**src/rtl/idebm_pkg.sv**
```systemverilog
package idebm_pkg;
  localparam int CH_NUM      = 2;
  localparam int SLICE_BYTES = 8;
  localparam int WIN_BYTES   = CH_NUM * SLICE_BYTES;
  localparam int ADDR_W      = $clog2(WIN_BYTES);
  localparam int BUS_BYTES   = 4;
  localparam int BUS_W       = BUS_BYTES * 8;
  localparam int DESC_BYTES  = 4;

  // slice layout
  localparam int OFS_CMD  = 0;
  localparam int OFS_MODE = 1;
  localparam int OFS_STAT = 2;
  localparam int OFS_TIM  = 3;
  localparam int OFS_DESC = 4;

  // bit positions
  localparam int CMD_RUN      = 0;
  localparam int CMD_DIR      = 3;
  localparam int ST_ACT       = 0;
  localparam int ST_ERR       = 1;
  localparam int ST_INT       = 2;
  localparam int ST_CTL_LSB   = 5;
  localparam int MODE_LAT_LSB = 2;
  localparam int MODE_BLK_LSB = 4;

  typedef enum logic [1:0] {
    SZ_BYTE = 2'd0,
    SZ_HALF = 2'd1,
    SZ_WORD = 2'd2,
    SZ_WALT = 2'd3
  } acc_size_e;

  typedef logic [7:0] byte_t;
endpackage

```
**src/rtl/idebm_bus_if.sv**
```systemverilog
module idebm_bus_if
  import idebm_pkg::*;
(
  input  logic                            clk,
  input  logic                            rst_n,
  input  logic                            req_valid,
  output logic                            req_ready,
  input  logic                            req_write,
  input  logic [ADDR_W-1:0]               req_addr,
  input  logic [1:0]                      req_size,
  input  logic [BUS_W-1:0]                req_wdata,
  input  logic [WIN_BYTES-1:0][7:0]       rd_bytes,
  output logic [WIN_BYTES-1:0]            wr_en,
  output logic [WIN_BYTES-1:0][7:0]       wr_data,
  output logic                            rsp_valid,
  output logic [BUS_W-1:0]                rsp_rdata
);
  logic [BUS_BYTES-1:0][7:0] rd_lane;
  logic [ADDR_W:0]           tgt;
  int                        lanes;

  assign req_ready = 1'b1;

  always_comb begin
    case (acc_size_e'(req_size))
      SZ_BYTE: lanes = 1;
      SZ_HALF: lanes = 2;
      default: lanes = BUS_BYTES;
    endcase
  end

  always_comb begin
    wr_en   = '0;
    wr_data = '0;
    rd_lane = '0;
    tgt     = '0;
    for (int i = 0; i < BUS_BYTES; i++) begin
      tgt = {1'b0, req_addr} + (ADDR_W+1)'(i);
      if (i < lanes) begin
        if (tgt < (ADDR_W+1)'(WIN_BYTES)) begin
          rd_lane[i] = rd_bytes[tgt[ADDR_W-1:0]];
          if (req_valid && req_write) begin
            wr_en[tgt[ADDR_W-1:0]]   = 1'b1;
            wr_data[tgt[ADDR_W-1:0]] = req_wdata[i*8 +: 8];
          end
        end else begin
          rd_lane[i] = 8'hFF;
        end
      end
    end
  end

  always_ff @(posedge clk) begin
    if (!rst_n) begin
      rsp_valid <= 1'b0;
      rsp_rdata <= '0;
    end else begin
      rsp_valid <= req_valid && !req_write;
      if (req_valid && !req_write) rsp_rdata <= rd_lane;
    end
  end
endmodule

```
**src/rtl/idebm_mode.sv**
```systemverilog
module idebm_mode
  import idebm_pkg::*;
(
  input  logic              clk,
  input  logic              rst_n,
  input  logic [CH_NUM-1:0] irq_req,
  input  logic              blk_we,
  input  logic [CH_NUM-1:0] blk_d,
  output logic [7:0]        mode_q,
  output logic              irq_o
);
  logic [CH_NUM-1:0] lat_q;
  logic [CH_NUM-1:0] blk_q;
  logic [CH_NUM-1:0] live;

  always_ff @(posedge clk) begin
    if (!rst_n) begin
      lat_q <= '0;
      blk_q <= '0;
    end else begin
      lat_q <= irq_req;
      if (blk_we) blk_q <= blk_d;
    end
  end

  for (genvar c = 0; c < CH_NUM; c++) begin : g_live
    assign live[c] = lat_q[c] && !blk_q[c];
  end

  always_comb begin
    mode_q = '0;
    mode_q[MODE_LAT_LSB +: CH_NUM] = lat_q;
    mode_q[MODE_BLK_LSB +: CH_NUM] = blk_q;
  end

  assign irq_o = |live;
endmodule

```
**src/rtl/idebm_channel.sv**
```systemverilog
module idebm_channel
  import idebm_pkg::*;
(
  input  logic                       clk,
  input  logic                       rst_n,
  input  logic                       cmd_we,
  input  logic [7:0]                 cmd_d,
  input  logic                       st_we,
  input  logic [7:0]                 st_d,
  input  logic                       tim_we,
  input  logic [7:0]                 tim_d,
  input  logic [DESC_BYTES-1:0]      desc_we,
  input  logic [DESC_BYTES-1:0][7:0] desc_d,
  input  logic                       evt_run,
  input  logic                       evt_halt,
  input  logic                       evt_err,
  input  logic                       evt_irq,
  output logic [7:0]                 cmd_q,
  output logic [7:0]                 stat_q,
  output logic [7:0]                 tim_q,
  output logic [DESC_BYTES-1:0][7:0] desc_q,
  output logic                       start_p,
  output logic                       cancel_p
);
  logic       run_q, dir_q;
  logic       act_q, err_q, int_q;
  logic [1:0] ctl_q;

  // command byte and engine pulses
  always_ff @(posedge clk) begin
    if (!rst_n) begin
      run_q    <= 1'b0;
      dir_q    <= 1'b0;
      start_p  <= 1'b0;
      cancel_p <= 1'b0;
    end else begin
      start_p  <= cmd_we && cmd_d[CMD_RUN];
      cancel_p <= cmd_we && !cmd_d[CMD_RUN];
      if (cmd_we) begin
        run_q <= cmd_d[CMD_RUN];
        dir_q <= cmd_d[CMD_DIR];
      end
    end
  end

  // status byte: engine sets take priority over host clears
  always_ff @(posedge clk) begin
    if (!rst_n) begin
      act_q <= 1'b0;
      err_q <= 1'b0;
      int_q <= 1'b0;
      ctl_q <= '0;
    end else begin
      if (evt_run)       act_q <= 1'b1;
      else if (evt_halt) act_q <= 1'b0;

      if (evt_err)                   err_q <= 1'b1;
      else if (st_we && st_d[ST_ERR]) err_q <= 1'b0;

      if (evt_irq)                   int_q <= 1'b1;
      else if (st_we && st_d[ST_INT]) int_q <= 1'b0;

      if (st_we) ctl_q <= st_d[ST_CTL_LSB +: 2];
    end
  end

  always_ff @(posedge clk) begin
    if (!rst_n) tim_q <= '0;
    else if (tim_we) tim_q <= tim_d;
  end

  for (genvar b = 0; b < DESC_BYTES; b++) begin : g_desc
    always_ff @(posedge clk) begin
      if (!rst_n) desc_q[b] <= '0;
      else if (desc_we[b]) desc_q[b] <= desc_d[b];
    end
  end

  always_comb begin
    cmd_q = '0;
    cmd_q[CMD_RUN] = run_q;
    cmd_q[CMD_DIR] = dir_q;
    stat_q = '0;
    stat_q[ST_ACT] = act_q;
    stat_q[ST_ERR] = err_q;
    stat_q[ST_INT] = int_q;
    stat_q[ST_CTL_LSB +: 2] = ctl_q;
  end
endmodule

```
**src/rtl/idebm_regfile.sv**
```systemverilog
module idebm_regfile
  import idebm_pkg::*;
(
  input  logic              clk,
  input  logic              rst_n,
  input  logic              req_valid,
  output logic              req_ready,
  input  logic              req_write,
  input  logic [3:0]        req_addr,
  input  logic [1:0]        req_size,
  input  logic [31:0]       req_wdata,
  output logic              rsp_valid,
  output logic [31:0]       rsp_rdata,
  input  logic [1:0]        irq_req,
  input  logic [1:0]        evt_run,
  input  logic [1:0]        evt_halt,
  input  logic [1:0]        evt_err,
  input  logic [1:0]        evt_irq,
  output logic [1:0]        start_o,
  output logic [1:0]        cancel_o,
  output logic              irq_o
);
  logic [WIN_BYTES-1:0]              wr_en;
  logic [WIN_BYTES-1:0][7:0]         wr_data;
  logic [WIN_BYTES-1:0][7:0]         rd_all;
  logic [7:0]                        mode_q;
  logic [CH_NUM-1:0][7:0]            ch_cmd;
  logic [CH_NUM-1:0][7:0]            stat_q;
  logic [CH_NUM-1:0][7:0]            ch_tim;
  logic [CH_NUM-1:0][DESC_BYTES-1:0][7:0] ch_desc;
  logic [CH_NUM-1:0]                 cmd_cancel;
  logic                              rst_cancel_q;
  logic                              blk_we;
  logic [CH_NUM-1:0]                 blk_d;

  idebm_bus_if u_bus (
    .clk       (clk),
    .rst_n     (rst_n),
    .req_valid (req_valid),
    .req_ready (req_ready),
    .req_write (req_write),
    .req_addr  (req_addr),
    .req_size  (req_size),
    .req_wdata (req_wdata),
    .rd_bytes  (rd_all),
    .wr_en     (wr_en),
    .wr_data   (wr_data),
    .rsp_valid (rsp_valid),
    .rsp_rdata (rsp_rdata)
  );

  // mode byte is reachable from every slice; accesses never span two slices' mode bytes
  always_comb begin
    blk_we = 1'b0;
    blk_d  = '0;
    for (int c = 0; c < CH_NUM; c++) begin
      if (wr_en[c*SLICE_BYTES + OFS_MODE]) begin
        blk_we = 1'b1;
        blk_d  = wr_data[c*SLICE_BYTES + OFS_MODE][MODE_BLK_LSB +: CH_NUM];
      end
    end
  end

  idebm_mode u_mode (
    .clk     (clk),
    .rst_n   (rst_n),
    .irq_req (irq_req),
    .blk_we  (blk_we),
    .blk_d   (blk_d),
    .mode_q  (mode_q),
    .irq_o   (irq_o)
  );

  for (genvar c = 0; c < CH_NUM; c++) begin : g_ch
    localparam int B = c * SLICE_BYTES;
    idebm_channel u_ch (
      .clk      (clk),
      .rst_n    (rst_n),
      .cmd_we   (wr_en[B + OFS_CMD]),
      .cmd_d    (wr_data[B + OFS_CMD]),
      .st_we    (wr_en[B + OFS_STAT]),
      .st_d     (wr_data[B + OFS_STAT]),
      .tim_we   (wr_en[B + OFS_TIM]),
      .tim_d    (wr_data[B + OFS_TIM]),
      .desc_we  (wr_en[B + OFS_DESC +: DESC_BYTES]),
      .desc_d   (wr_data[B + OFS_DESC +: DESC_BYTES]),
      .evt_run  (evt_run[c]),
      .evt_halt (evt_halt[c]),
      .evt_err  (evt_err[c]),
      .evt_irq  (evt_irq[c]),
      .cmd_q    (ch_cmd[c]),
      .stat_q   (stat_q[c]),
      .tim_q    (ch_tim[c]),
      .desc_q   (ch_desc[c]),
      .start_p  (start_o[c]),
      .cancel_p (cmd_cancel[c])
    );
  end

  always_comb begin
    rd_all = '0;
    for (int c = 0; c < CH_NUM; c++) begin
      rd_all[c*SLICE_BYTES + OFS_CMD]  = ch_cmd[c];
      rd_all[c*SLICE_BYTES + OFS_MODE] = mode_q;
      rd_all[c*SLICE_BYTES + OFS_STAT] = stat_q[c];
      rd_all[c*SLICE_BYTES + OFS_TIM]  = ch_tim[c];
      for (int b = 0; b < DESC_BYTES; b++)
        rd_all[c*SLICE_BYTES + OFS_DESC + b] = ch_desc[c][b];
    end
  end

  // cancel both engines while in reset and up to the first active edge
  always_ff @(posedge clk) begin
    if (!rst_n) rst_cancel_q <= 1'b1;
    else        rst_cancel_q <= 1'b0;
  end

  assign cancel_o = cmd_cancel | {CH_NUM{rst_cancel_q}};
endmodule

```
**config.mk**
```make
export PLATFORM = sky130hd
export DESIGN_NAME = idebm_regfile
export DESIGN_NICKNAME = d
export VERILOG_FILES = /design/src/rtl/idebm_pkg.sv /design/src/rtl/idebm_bus_if.sv /design/src/rtl/idebm_mode.sv /design/src/rtl/idebm_channel.sv /design/src/rtl/idebm_regfile.sv
export SDC_FILE = /design/constraint.sdc
export NUM_CORES = 1
export LEC_CHECK = 0
export BUFFER_PORTS_ARGS = -buffer_cell sky130_fd_sc_hd__clkbuf_2
export CORE_MARGIN = 2
export CORE_UTILIZATION = 40
export DETAILED_ROUTE_END_ITERATION = 12
export PLACE_DENSITY = 0.65
export SKIP_CTS_REPAIR_TIMING = 1
export SYNTH_ARGS = -nofsm -noshare
export SYNTH_HDL_FRONTEND = slang
export SYNTH_HIERARCHICAL = 1
export SYNTH_SLANG_ARGS = --single-unit
export TNS_END_PERCENT = 5
```
**constraint.sdc**
```tcl
create_clock -name clk -period 6 [get_ports clk]
set_input_delay 1.2 -clock clk [delete_from_list [all_inputs] [get_ports clk]]
set_output_delay 1.2 -clock clk [all_outputs]
set_load 0.02 [all_outputs]
```
==> results.py <==
metrics = {
    "run_status": {
        "status": "completed",
    },
    "place": {
        "gp_congestion": 1.07,
        "place_area_um2": 14100,
        "place.port_buffers": 89,
        "dpl.hpwl_um": 43000,
    },
    "layout": {
        "regArea_um2": 2720,
        "multiInputGateArea_um2": 10100,
        "nets": 1537,
        "syn2layout_area_growth_pct": 5.88,
        "final_area_um2": 14700,
        "utilization_pct": 42.9,
        "layout-drive-gt1-share_pct": 22.7,
        "n_fill_cell": 3395,
    },
    "timing": {
        "timing.fmax_mhz": 222,
        "hold_ws_ps": 476,
        "clock_skew_ps": 17.3,
        "rsz0062_at_grt": "no",
        "slew_viol_final": 0,
        "min_period_ps": 4510,
        "final_hold_viol_count": 0,
        "period_share_pct": 75.1,
        "maxSlewHeadroom_pct": 20.0,
        "finalSetupViolCount": 0,
        "finalSetupTns_ps": 0,
        "worstMarginPinSlew_ps": 1200,
    },
    "hold_path": {
        "hold_path.class": "flip-flop to flip-flop",
    },
    "clock_tree": {
        "clk_latency_ps": 450,
        "numCtsBuffers": 17,
        "cts_tree": "built",
        "cts_root_buf": "clkbuf_16",
        "cts.sinks": 136,
        "clk_path_buf_depth": 2,
        "cts-htree-levels": 4,
        "path_clk_slew_ps": 60,
    },
    "run": {
        "drv_cap": 0,
    },
    "die": {
        "start_util_pct": 40.5,
        "die_area_um2": 36300,
        "fp-row-count": 68,
        "fp.dieH_um": 191,
        "io_pins": 91,
        "core-area_um2": 34400,
        "die_w_um": 191,
    },
    "pwr": {
        "leakage_nw": 5.08,
        "power_density_nw_per_um2": 182,
        "ir_drop_v": 0.000222,
    },
    "critical_path": {
        "required_ps": 6380,
        "worstSetupPathType": "primary input to flip-flop",
        "setup.worst_path.start_class": "primary input",
        "cpPeakStageDelay_ps": 720,
        "crit_arrival_ps": 4890,
        "end_kind": "flip-flop",
        "critPathTopFamily": "simple AND/OR/NAND/NOR gates",
        "cp_max_fo": 16,
        "worstPathCellList": "clkbuf_2, ha_1, and3b_1, nor2_4, nor3_4, a221oi_1, o31ai_1, mux2i_1, nor2b_1",
        "path_buf_inv": 1,
        "slowest_stage": "ha_1",
    },
    "global_routing": {
        "grt_max_degree": 104,
        "first_global_vias": 12468,
        "grt_usage_pct": 32.4,
        "grt_pass1_wl_um": 85600,
        "overflow": 0,
        "antenna_found_initial": 1,
    },
    "drt": {
        "drc": 0,
        "viasPerCell": 7.04,
        "wl_per_cell_um": 30.6,
        "drt-initial-drc-count": 2396,
        "detail-route-antenna-nets": 0,
        "vias": 13684,
        "drt_pass1_iterations": 7,
        "detail_route.wirelength_um": 59400,
    },
    "logic_synthesis": {
        "yosysWarnings": 6,
        "syn_avg_cell_area_um2": 9.14,
        "syn_area_um2": 13900,
        "netlist_instances": 1523,
    },
}
-- power by group --
group	total, mW	internal, mW	leakage, nW	switching, mW
logic	0.658	0.220	3.70	0.437
clock network	1.10	0.626	0.280	0.475
registers	0.929	0.915	1.10	0.0137
-- metrics by stage --
stage / setup WS [ps] / cells / power [mW]
after global routing: 1290 / 1943 / 2.75
after global placement: 1200 / 1911 / 1.57
after floorplan: 1730 / 1542 / 1.40
after CTS: 1600 / 1943 / 2.66
after detailed placement: 1110 / 1911 / 1.57
final: 1490 / 1944 / 2.69
-- path summary, 6_finish.rpt --
kind | start | end | slack (ps) | depth (start not counted)
worst max-delay path | req_addr[2] | g_ch[1].u_ch/tim_q[5]$_SDFFE_PN0P_ | 1490 | 9
worst min-delay path | u_bus/rsp_rdata[25]$_SDFFE_PN0P_ | u_bus/rsp_rdata[25]$_SDFFE_PN0P_ | 480 | 2
worst max register to register | g_ch[1].u_ch/desc_q[21]$_SDFFE_PN0P_ | u_bus/rsp_rdata[13]$_SDFFE_PN0P_ | 4010 | 5
worst min register to register | u_bus/rsp_rdata[25]$_SDFFE_PN0P_ | u_bus/rsp_rdata[25]$_SDFFE_PN0P_ | 480 | 2
-- registers in the layout, summed over array words and instances (netlist names) --
signal / count
u_mode/blk_q: 2
u_bus/rsp_valid: 1
g_ch.u_ch/run_q: 2
g_ch.u_ch/act_q: 2
g_ch.u_ch/int_q: 2
u_bus/rsp_rdata: 32
g_ch.u_ch/cancel_p: 2
u_mode/lat_q: 2
g_ch.u_ch/tim_q: 16
g_ch.u_ch/err_q: 2
g_ch.u_ch/dir_q: 2
g_ch.u_ch/desc_q: 64
g_ch.u_ch/start_p: 2
g_ch.u_ch/ctl_q: 4
rst_cancel_q: 1
-- cells in the final DEF (no fill, tap or decap), types with 7 or more instances in the layout --
cell       instances
ha_1               9
clkbuf_2          87
mux2_2             7
inv_1             17
nand4_1           24
a211oi_1           8
conb_1            23
o21ai_0           47
and3_1            11
mux4_2           117
o31ai_1           16
a31oi_1           11
buf_4             35
o221ai_1          69
and2_1            22
a221oi_1          30
a22o_1            76
o22ai_1            7
nor2b_1           92
nand2_1          103
nor3_1             9
nor2_1            95
clkbuf_16         17
nand3_1           35
mux2i_1          147
o21ai_2           14
a21oi_1           89
dfxtp_1          136
-- final cells by class --
type	instances	area share, %
diodes	1	0.0170
clock buffers	19	3.01
clock inverters	13	0.985
inverters	20	0.510
multi-input cells	1176	68.3
flip-flops and latches	136	18.5
well taps	455	3.86
repair buffers	124	4.87
-- worst register-to-register path: cells and delay by family (launching register included) --
family           cells  cell delay, ps
AO/OA/AOI/OAI        3             720
flip-flops           1             430
multiplexers         1             530
AND/OR/NAND/NOR      1             180
-- metal layers --
metal	wire [um]	track usage, %	share of wire (%)	up-vias
met2	24300	46.0	41	1105
li1	-	-	-	5735
met4	3520	16.3	5.9	0
met1	23400	43.7	39	6617
met5	0	0	0	-
met3	8150	10.7	14	227
Note: power is estimated with default switching activity, not from simulation.
